<file path="config.mk">
export PLATFORM = sky130hd
export DESIGN_NAME = bitser_moore_add
export DESIGN_NICKNAME = d
export VERILOG_FILES = /design/src/rtl/sma_pkg.sv /design/src/rtl/sma_opshift.sv /design/src/rtl/sma_fsm.sv /design/src/rtl/sma_collect.sv /design/src/rtl/bitser_moore_add.sv
export SDC_FILE = /design/constraint.sdc
export NUM_CORES = 1
export LEC_CHECK = 0
export ABC_AREA = 1
export BUFFER_PORTS_ARGS = -buffer_cell sky130_fd_sc_hd__buf_2
export CAP_MARGIN = 20
export CORE_MARGIN = 2
export CORE_UTILIZATION = 45
export CTS_BUF_LIST = sky130_fd_sc_hd__clkbuf_4
export DETAILED_ROUTE_END_ITERATION = 6
export PLACE_DENSITY = 0.65
export SYNTH_ARGS = -nofsm -noshare
export SYNTH_HDL_FRONTEND = slang
export SYNTH_SLANG_ARGS = --single-unit
</file>
<file path="constraint.sdc">
create_clock -name clk -period 1.5 [get_ports clk]
set_clock_uncertainty 0.05 [all_clocks]
set_input_delay 0.15 -clock clk [delete_from_list [all_inputs] [get_ports clk]]
set_output_delay 0.15 -clock clk [all_outputs]
set_load 0.05 [all_outputs]
</file>
<file path="src/rtl/sma_pkg.sv">
package sma_pkg;

    // State code is {carry, sum_bit}; the serial sum output is bit 0.
    typedef enum logic [1:0] {
        ST_C0_S0 = 2'b00,
        ST_C0_S1 = 2'b01,
        ST_C1_S0 = 2'b10,
        ST_C1_S1 = 2'b11
    } add_st_e;

endpackage

</file>
<file path="src/rtl/sma_opshift.sv">
module sma_opshift #(
    parameter int W = 8
) (
    input  logic         clk,
    input  logic         load,
    input  logic [W-1:0] din,
    output logic         lsb
);
    logic [W-1:0] q;

    // Parallel load while load is high, otherwise shift toward bit 0 with zero fill.
    always_ff @(posedge clk) begin
        if (load) begin
            q <= din;
        end else begin
            q <= {1'b0, q[W-1:1]};
        end
    end

    assign lsb = q[0];

endmodule

</file>
<file path="src/rtl/sma_fsm.sv">
module sma_fsm
    import sma_pkg::*;
(
    input  logic    clk,
    input  logic    rst,
    input  logic    bit_a,
    input  logic    bit_b,
    output add_st_e cur_st,
    output logic    s_out
);
    add_st_e nxt_st;
    logic    carry_now;

    assign carry_now = cur_st[1];

    // Next-state selection.
    always_comb begin
        nxt_st = ST_C0_S0;
        unique case ({carry_now, bit_a, bit_b})
            3'b000:          nxt_st = ST_C0_S0;
            3'b001, 3'b010:  nxt_st = ST_C0_S1;
            3'b011:          nxt_st = ST_C1_S0;
            3'b100:          nxt_st = ST_C0_S1;
            3'b101, 3'b110:  nxt_st = ST_C1_S0;
            3'b111:          nxt_st = ST_C1_S1;
            default:         nxt_st = ST_C0_S0;
        endcase
    end

    // State register.
    always_ff @(posedge clk) begin
        if (rst) begin
            cur_st <= ST_C0_S0;
        end else begin
            cur_st <= nxt_st;
        end
    end

    // Moore output: depends on the present state only.
    always_comb begin
        s_out = 1'b0;
        unique case (cur_st)
            ST_C0_S0, ST_C1_S0: s_out = 1'b0;
            ST_C0_S1, ST_C1_S1: s_out = 1'b1;
            default:            s_out = 1'b0;
        endcase
    end

endmodule

</file>
<file path="src/rtl/sma_collect.sv">
module sma_collect #(
    parameter int W = 8
) (
    input  logic         clk,
    input  logic         rst,
    input  logic         s_in,
    output logic [W-1:0] sum,
    output logic         done
);
    // One extra shift drains the reset-state output.
    localparam int SHIFTS = W + 1;
    localparam int CW     = $clog2(SHIFTS + 1);

    logic [CW-1:0] remain;
    logic          run;

    assign run  = (remain != '0);
    assign done = ~run;

    always_ff @(posedge clk) begin
        if (rst) begin
            remain <= CW'(SHIFTS);
        end else if (run) begin
            remain <= remain - CW'(1);
        end
    end

    always_ff @(posedge clk) begin
        if (rst) begin
            sum <= '0;
        end else if (run) begin
            sum <= {s_in, sum[W-1:1]};
        end
    end

endmodule

</file>
<file path="src/rtl/bitser_moore_add.sv">
module bitser_moore_add
    import sma_pkg::*;
#(
    parameter int W = 8
) (
    input  logic         clk,
    input  logic         rst,
    input  logic [W-1:0] op_a,
    input  logic [W-1:0] op_b,
    output logic [W-1:0] sum,
    output logic         done
);
    logic    a_lsb;
    logic    b_lsb;
    logic    s_bit;
    add_st_e st;

    sma_opshift #(.W(W)) u_shift_a (
        .clk  (clk),
        .load (rst),
        .din  (op_a),
        .lsb  (a_lsb)
    );

    sma_opshift #(.W(W)) u_shift_b (
        .clk  (clk),
        .load (rst),
        .din  (op_b),
        .lsb  (b_lsb)
    );

    sma_fsm u_fsm (
        .clk    (clk),
        .rst    (rst),
        .bit_a  (a_lsb),
        .bit_b  (b_lsb),
        .cur_st (st),
        .s_out  (s_bit)
    );

    sma_collect #(.W(W)) u_collect (
        .clk  (clk),
        .rst  (rst),
        .s_in (s_bit),
        .sum  (sum),
        .done (done)
    );

endmodule

</file>
## Word level (Yosys, flattened, before mapping)

Memories as Yosys holds them, arrays and structs flattened. A register that Yosys moved wholly into a read port is not among the register bits.
Index checks and enable logic that the tools add are counted.

| word-level totals | value |
|---|---|
| word-level logic and storage cells | 19 |
| output and inout port bits | 9 |
| RAM bits | 0 |
| bits in latches | 0 |
| input port bits | 18 |
| memories kept | 1 |
| ROM bits | 16 |
| flip-flop bits (word level) | 28 |

Memories:

| memory | words | bits a word | rd ports | clocked after Yosys merged registers in | wr ports | RTL line | RTL |
|---|---|---|---|---|---|---|---|
| (no name shown) | 8 | 2 | 1 | 1 | 0 | sma_fsm.sv:19 | `unique case ({carry_now, bit_a, bit_b})` |

| operators by class | value |
|---|---|
| bitwise gates (word level) | 1 |
| muxes and demuxes | 3 |
| add/sub/neg operators | 1 |
| order comparisons | 0 |
| shift-type cells | 0 |
| reductions and logical operators | 4 |
| multipliers | 0 |
| div/mod/pow operators | 0 |
| equal/unequal tests | 3 |

Operators with widths:

| kind | count |
|---|---|
| $mux 7 | 2 |
| $eq 2x2->1 const B | 2 |
| $reduce_bool 4->1 | 1 |
| $reduce_or 2->1 | 2 |
| $sub 4x1->4 const B | 1 |
| $eq 2x1->1 const B | 1 |
| $logic_not 2->1 | 1 |
| $pmux 1 s2 | 1 |
| $not 1->1 | 1 |

## Depth between registers and ports, before layout

| logic depth | value |
|---|---|
| depth in word-level cells | 3 |
| gate-level depth with buffers | 6 |
| depth with buffers taken out | 5 |

## Cells and area by module

A second synthesis with hierarchy kept.

| unflattened totals | value |
|---|---|
| cell total of the unflattened synthesis | 165 |
| area total of the unflattened synthesis | 1234.9 sq um |

By module, submodules not included:

| module | times used | sequential area each (sq um) | cells an instance | area each (sq um) |
|---|---|---|---|---|
| sma_collect | 1 | 240.2 | 83 | 601.8 |
| sma_opshift | 2 | 160.2 | 33 | 261.5 |
| sma_fsm | 1 | 40.0 | 16 | 110.1 |

## Least setup slack after synthesis

Ideal clock, no wire load.

| timing | value |
|---|---|
| kind | register to output |
| start point | register u_collect.remain[3] |
| end point | output port done |
| stages on the path, launching flop included | 5 |
| buffers on the path | 1 |
| path slack | 0.329 ns |
| data required time | 1.300 ns |
| data arrival time | 0.971 ns |
| cells stage by stage | dfxtp_1 > nor2_2 > buf_6 > nand2_2 > inv_1 |

| between the ends | value |
|---|---|
| longest elaborated chain between the ends | 2 |

Ends and longest elaborated chain:

| element | RTL line | RTL |
|---|---|---|
| start: declaration | sma_collect.sv:14 | `logic [CW-1:0] remain;` |
| start signal: assignment | sma_collect.sv:22 | `remain <= CW'(SHIFTS);` |
| start signal: assignment | sma_collect.sv:24 | `remain <= remain - CW'(1);` |
| $reduce_bool 4->1 | sma_collect.sv:17 | `assign run = (remain != '0);` |
| $not 1->1 | sma_collect.sv:18 | `assign done = ~run;` |
| end: declaration | bitser_moore_add.sv:11 | `output logic done` |

Every way passes these cells.

## Worst setup path in the final report

| timing | value |
|---|---|
| start point | register u_collect.remain[0] |
| end point | output port done |

The elaborated chain is that of the path after synthesis.

==> flow_metrics.env <==
export IMPL_outcome="finished clean"
export IMPL_cts_root_buf="clkbuf_4"
export IMPL_critical_path_required_ns=1.30
export IMPL_setup_viol=0
export IMPL_vias_per_cell=4.558
export IMPL_rr_startpoint="u_collect.remain[0]$_SDFFE_PP1N_"
export IMPL_place_congestion=0.6903
export IMPL_syn_instance_count=158
export IMPL_yosysTopAreaCell="dfxtp_1"
export IMPL_crit_type="reg -> out"
export IMPL_vias=1062
export IMPL_hold_violations=0
export IMPL_p_leak_nw=0.7941
export IMPL_setup_worst_path_start="u_collect.remain[0]$_SDFFE_PP1N_"
export IMPL_worstPathMaxFanout=3
export IMPL_io_pins=27
export IMPL_final_min_clock_period_ns=1.416
export IMPL_ant_nets=0
export IMPL_cp_slowest_cell="dfxtp_2"
export IMPL_avgSynthCellArea_sq_um=7.642
export IMPL_die_area_sq_um=3114
export IMPL_reg2reg_depth=7
export IMPL_final_core_util=0.6216
export IMPL_reg2reg_to="u_collect.remain[3]$_SDFFE_PP1N_"
export IMPL_fin_crit_sh=0.9437
export IMPL_cts_made_buffers=5
export IMPL_cp_depth=5
export IMPL_drive_gt1_frac=0.2266
export IMPL_ir_drop_uv=875.2
export IMPL_synthDistinctLibCells=19
export IMPL_r2r_slack_ns=0.17
export IMPL_wl_per_cell_um=9.858
export IMPL_ys_warn_count=0
export IMPL_syn_nets=179
export IMPL_diodes=0
export IMPL_die_h_um=55.80
export IMPL_tightest_slew_ns=0.3344
export IMPL_placed_cells=208
export IMPL_startpoint_type="flop"
export IMPL_start_util=0.4830
export IMPL_hold_depth=2
export IMPL_numPortBuffers=26
export IMPL_cts_tree="done"
export IMPL_area_growth_synth_to_final_pct=28.70
export IMPL_synthTopCellsByArea="dfxtp_1, nand2_1, inv_1, nand3_1, a21oi_1"
export IMPL_clock_latency_ns=0.33
export IMPL_path_clk_slew_ns=0.10
export IMPL_core_sq_um=2500
export IMPL_slew_headroom=0.7771
export IMPL_synth_top_cell_area_share=0.4974
export IMPL_path_delay_family="flip-flops"
export IMPL_hold_path_class="in -> reg"
export IMPL_num_rows=18
export IMPL_fmax_ghz=0.7064
export IMPL_cts_sinks=30
export IMPL_dp_hpwl_um=1368
export IMPL_drt_iter0_drc=34
export IMPL_crit_buf_inv=3
export IMPL_syn_cell_area_sq_um=1207
export IMPL_first_global_vias=996
export IMPL_power_density_nw_per_um2=1134
export IMPL_worstSetupEndpointType="primary output"
export IMPL_fin_cells=233
export IMPL_path_cells="inv_2, ha_2, nand2_2, inv_1, buf_6"
export IMPL_dr_pass1_iters=6
export IMPL_grt_max_degree=28
export IMPL_cts_buffer_depth=2
export IMPL_antenna_found_initial=0
export IMPL_grt_usage=0.1657
export IMPL_ys_ff_latch=30
export IMPL_endpoint="done"
export IMPL_globalRoute_totalOverflow=0
export IMPL_grt_pass1_wl_um=3926
export IMPL_cts_htree_levels=2
export IMPL_drc=0
export IMPL_fill_cells=242
export IMPL_slowest_delay_ns=0.35
export IMPL_cap_violations=0
export IMPL_nNetsFinal=223
export IMPL_seq_area_frac_synth=0.4974
export IMPL_wirelength_um=2297
export IMPL_arrival_ns=1.22
export IMPL_slew_viol_final=0
export IMPL_die_w_um=55.80
[worst min-delay path by stage]
stage                     slack, ns                          to     from
after floorplan                0.20   u_shift_a.q[7]$_SDFF_PN0_  op_a[7]
after global placement         0.28   u_shift_a.q[7]$_SDFF_PN0_  op_a[7]
after detailed placement       0.29   u_shift_b.q[7]$_SDFF_PN0_  op_b[7]
after CTS                      0.13  u_fsm.cur_st[0]$_SDFF_PP0_      rst
after global routing           0.15      u_shift_a.q[0]$_DFF_P_      rst
final                          0.15  u_fsm.cur_st[0]$_SDFF_PP0_      rst
[registers in the layout (all words and copies together), names as in the netlist]
register          cells
u_collect.remain      4
u_collect.sum         8
u_fsm.cur_st          2
u_shift_a.q           8
u_shift_b.q           8
[cells in the mapped netlist]
cell	instances
dfxtp_1	30
o21ai_0	1
nand3_1	11
a21boi_2	1
nand2_1	58
buf_6	4
buf_4	1
a21oi_2	1
nor2_1	11
a21oi_1	9
inv_1	18
ha_1	3
nor2_2	1
inv_4	1
nand4_1	1
nand2_2	2
nand3_2	1
xnor2_1	1
buf_2	3
[cells in the final DEF (no fill, tap or decap), drive strengths merged, types with 2 or more instances in the layout]
cell type     n
dlygate4sd3  16
inv          19
buf          29
nand3        12
nor2         12
a21oi        10
nand2        60
clkbuf        6
ha            3
clkinv        2
dfxtp        30
[cell type report]
cell class                      instances  area (sq um)  area share
Multi-Input combinational cell        101         467.9      0.3011
Inverter                               19         73.82     0.04750
Timing Repair Buffer                   45         319.1      0.2053
Sequential cell                        30         601.8      0.3873
Clock inverter                          2         8.758    0.005636
Clock buffer                            6         45.04     0.02899
Tap cell                               30         37.54     0.02415
[metrics by stage]
stage	cell area [sq um]	TNS [ns]	setup slack, ns	power, mW	hold slack (ns)
after floorplan	1207	0	0.3293	1.206	0.1976
after global placement	1323	0	0.3162	1.251	0.2799
after detailed placement	1323	0	0.2304	1.271	0.2865
after CTS	1544	0	0.01644	1.777	0.1346
after global routing	1554	-0.003615	-0.003615	1.876	0.1518
final	1554	0	0.08440	1.763	0.1492
[power breakdown]
group | switching (mW) | internal (mW)
clock network | 0.274 | 0.194
registers | 0.0398 | 0.874
logic | 0.230 | 0.152
[worst reg2reg max path, stage by stage (launching register included)]
cell	delay, ns
dfxtp_2	0.35
inv_2	0.06
ha_2	0.18
buf_4	0.10
buf_4	0.22
inv_1	0.09
nand4_1	0.10
nand3_1	0.06
[kinds of logic (layout without fill, tap and decap cells)]
family	Yosys count	in the layout	synth area share
buf+inv	27	72	0.1171
fa+ha+maj	3	3	0.03109
flops	30	30	0.4974
simple gates	85	85	0.2891
compound gates	12	12	0.05803
xor+xnor	1	1	0.007255
[timing repair]
item	in CTS	in global routing
hold endpoints to repair	16	0
resized for setup	3	2
pin swaps	0	1
hold buffers	16	0
buffers inserted	0	1
gates cloned	0	0
setup endpoints to repair	1	1
[metal layers]
metal / track usage / wire length, um / up-vias / part of all wire
met3: 0.08372 / 128 / 2 / 0.056
met1: 0.1664 / 1057 / 464 / 0.46
met4: 0.07317 / 10 / 0 / 0.0044
li1: - / - / 566 / -
met5: 0 / 0 / - / 0
met2: 0.2857 / 1100 / 30 / 0.48
(Power assumes the default switching activity.)
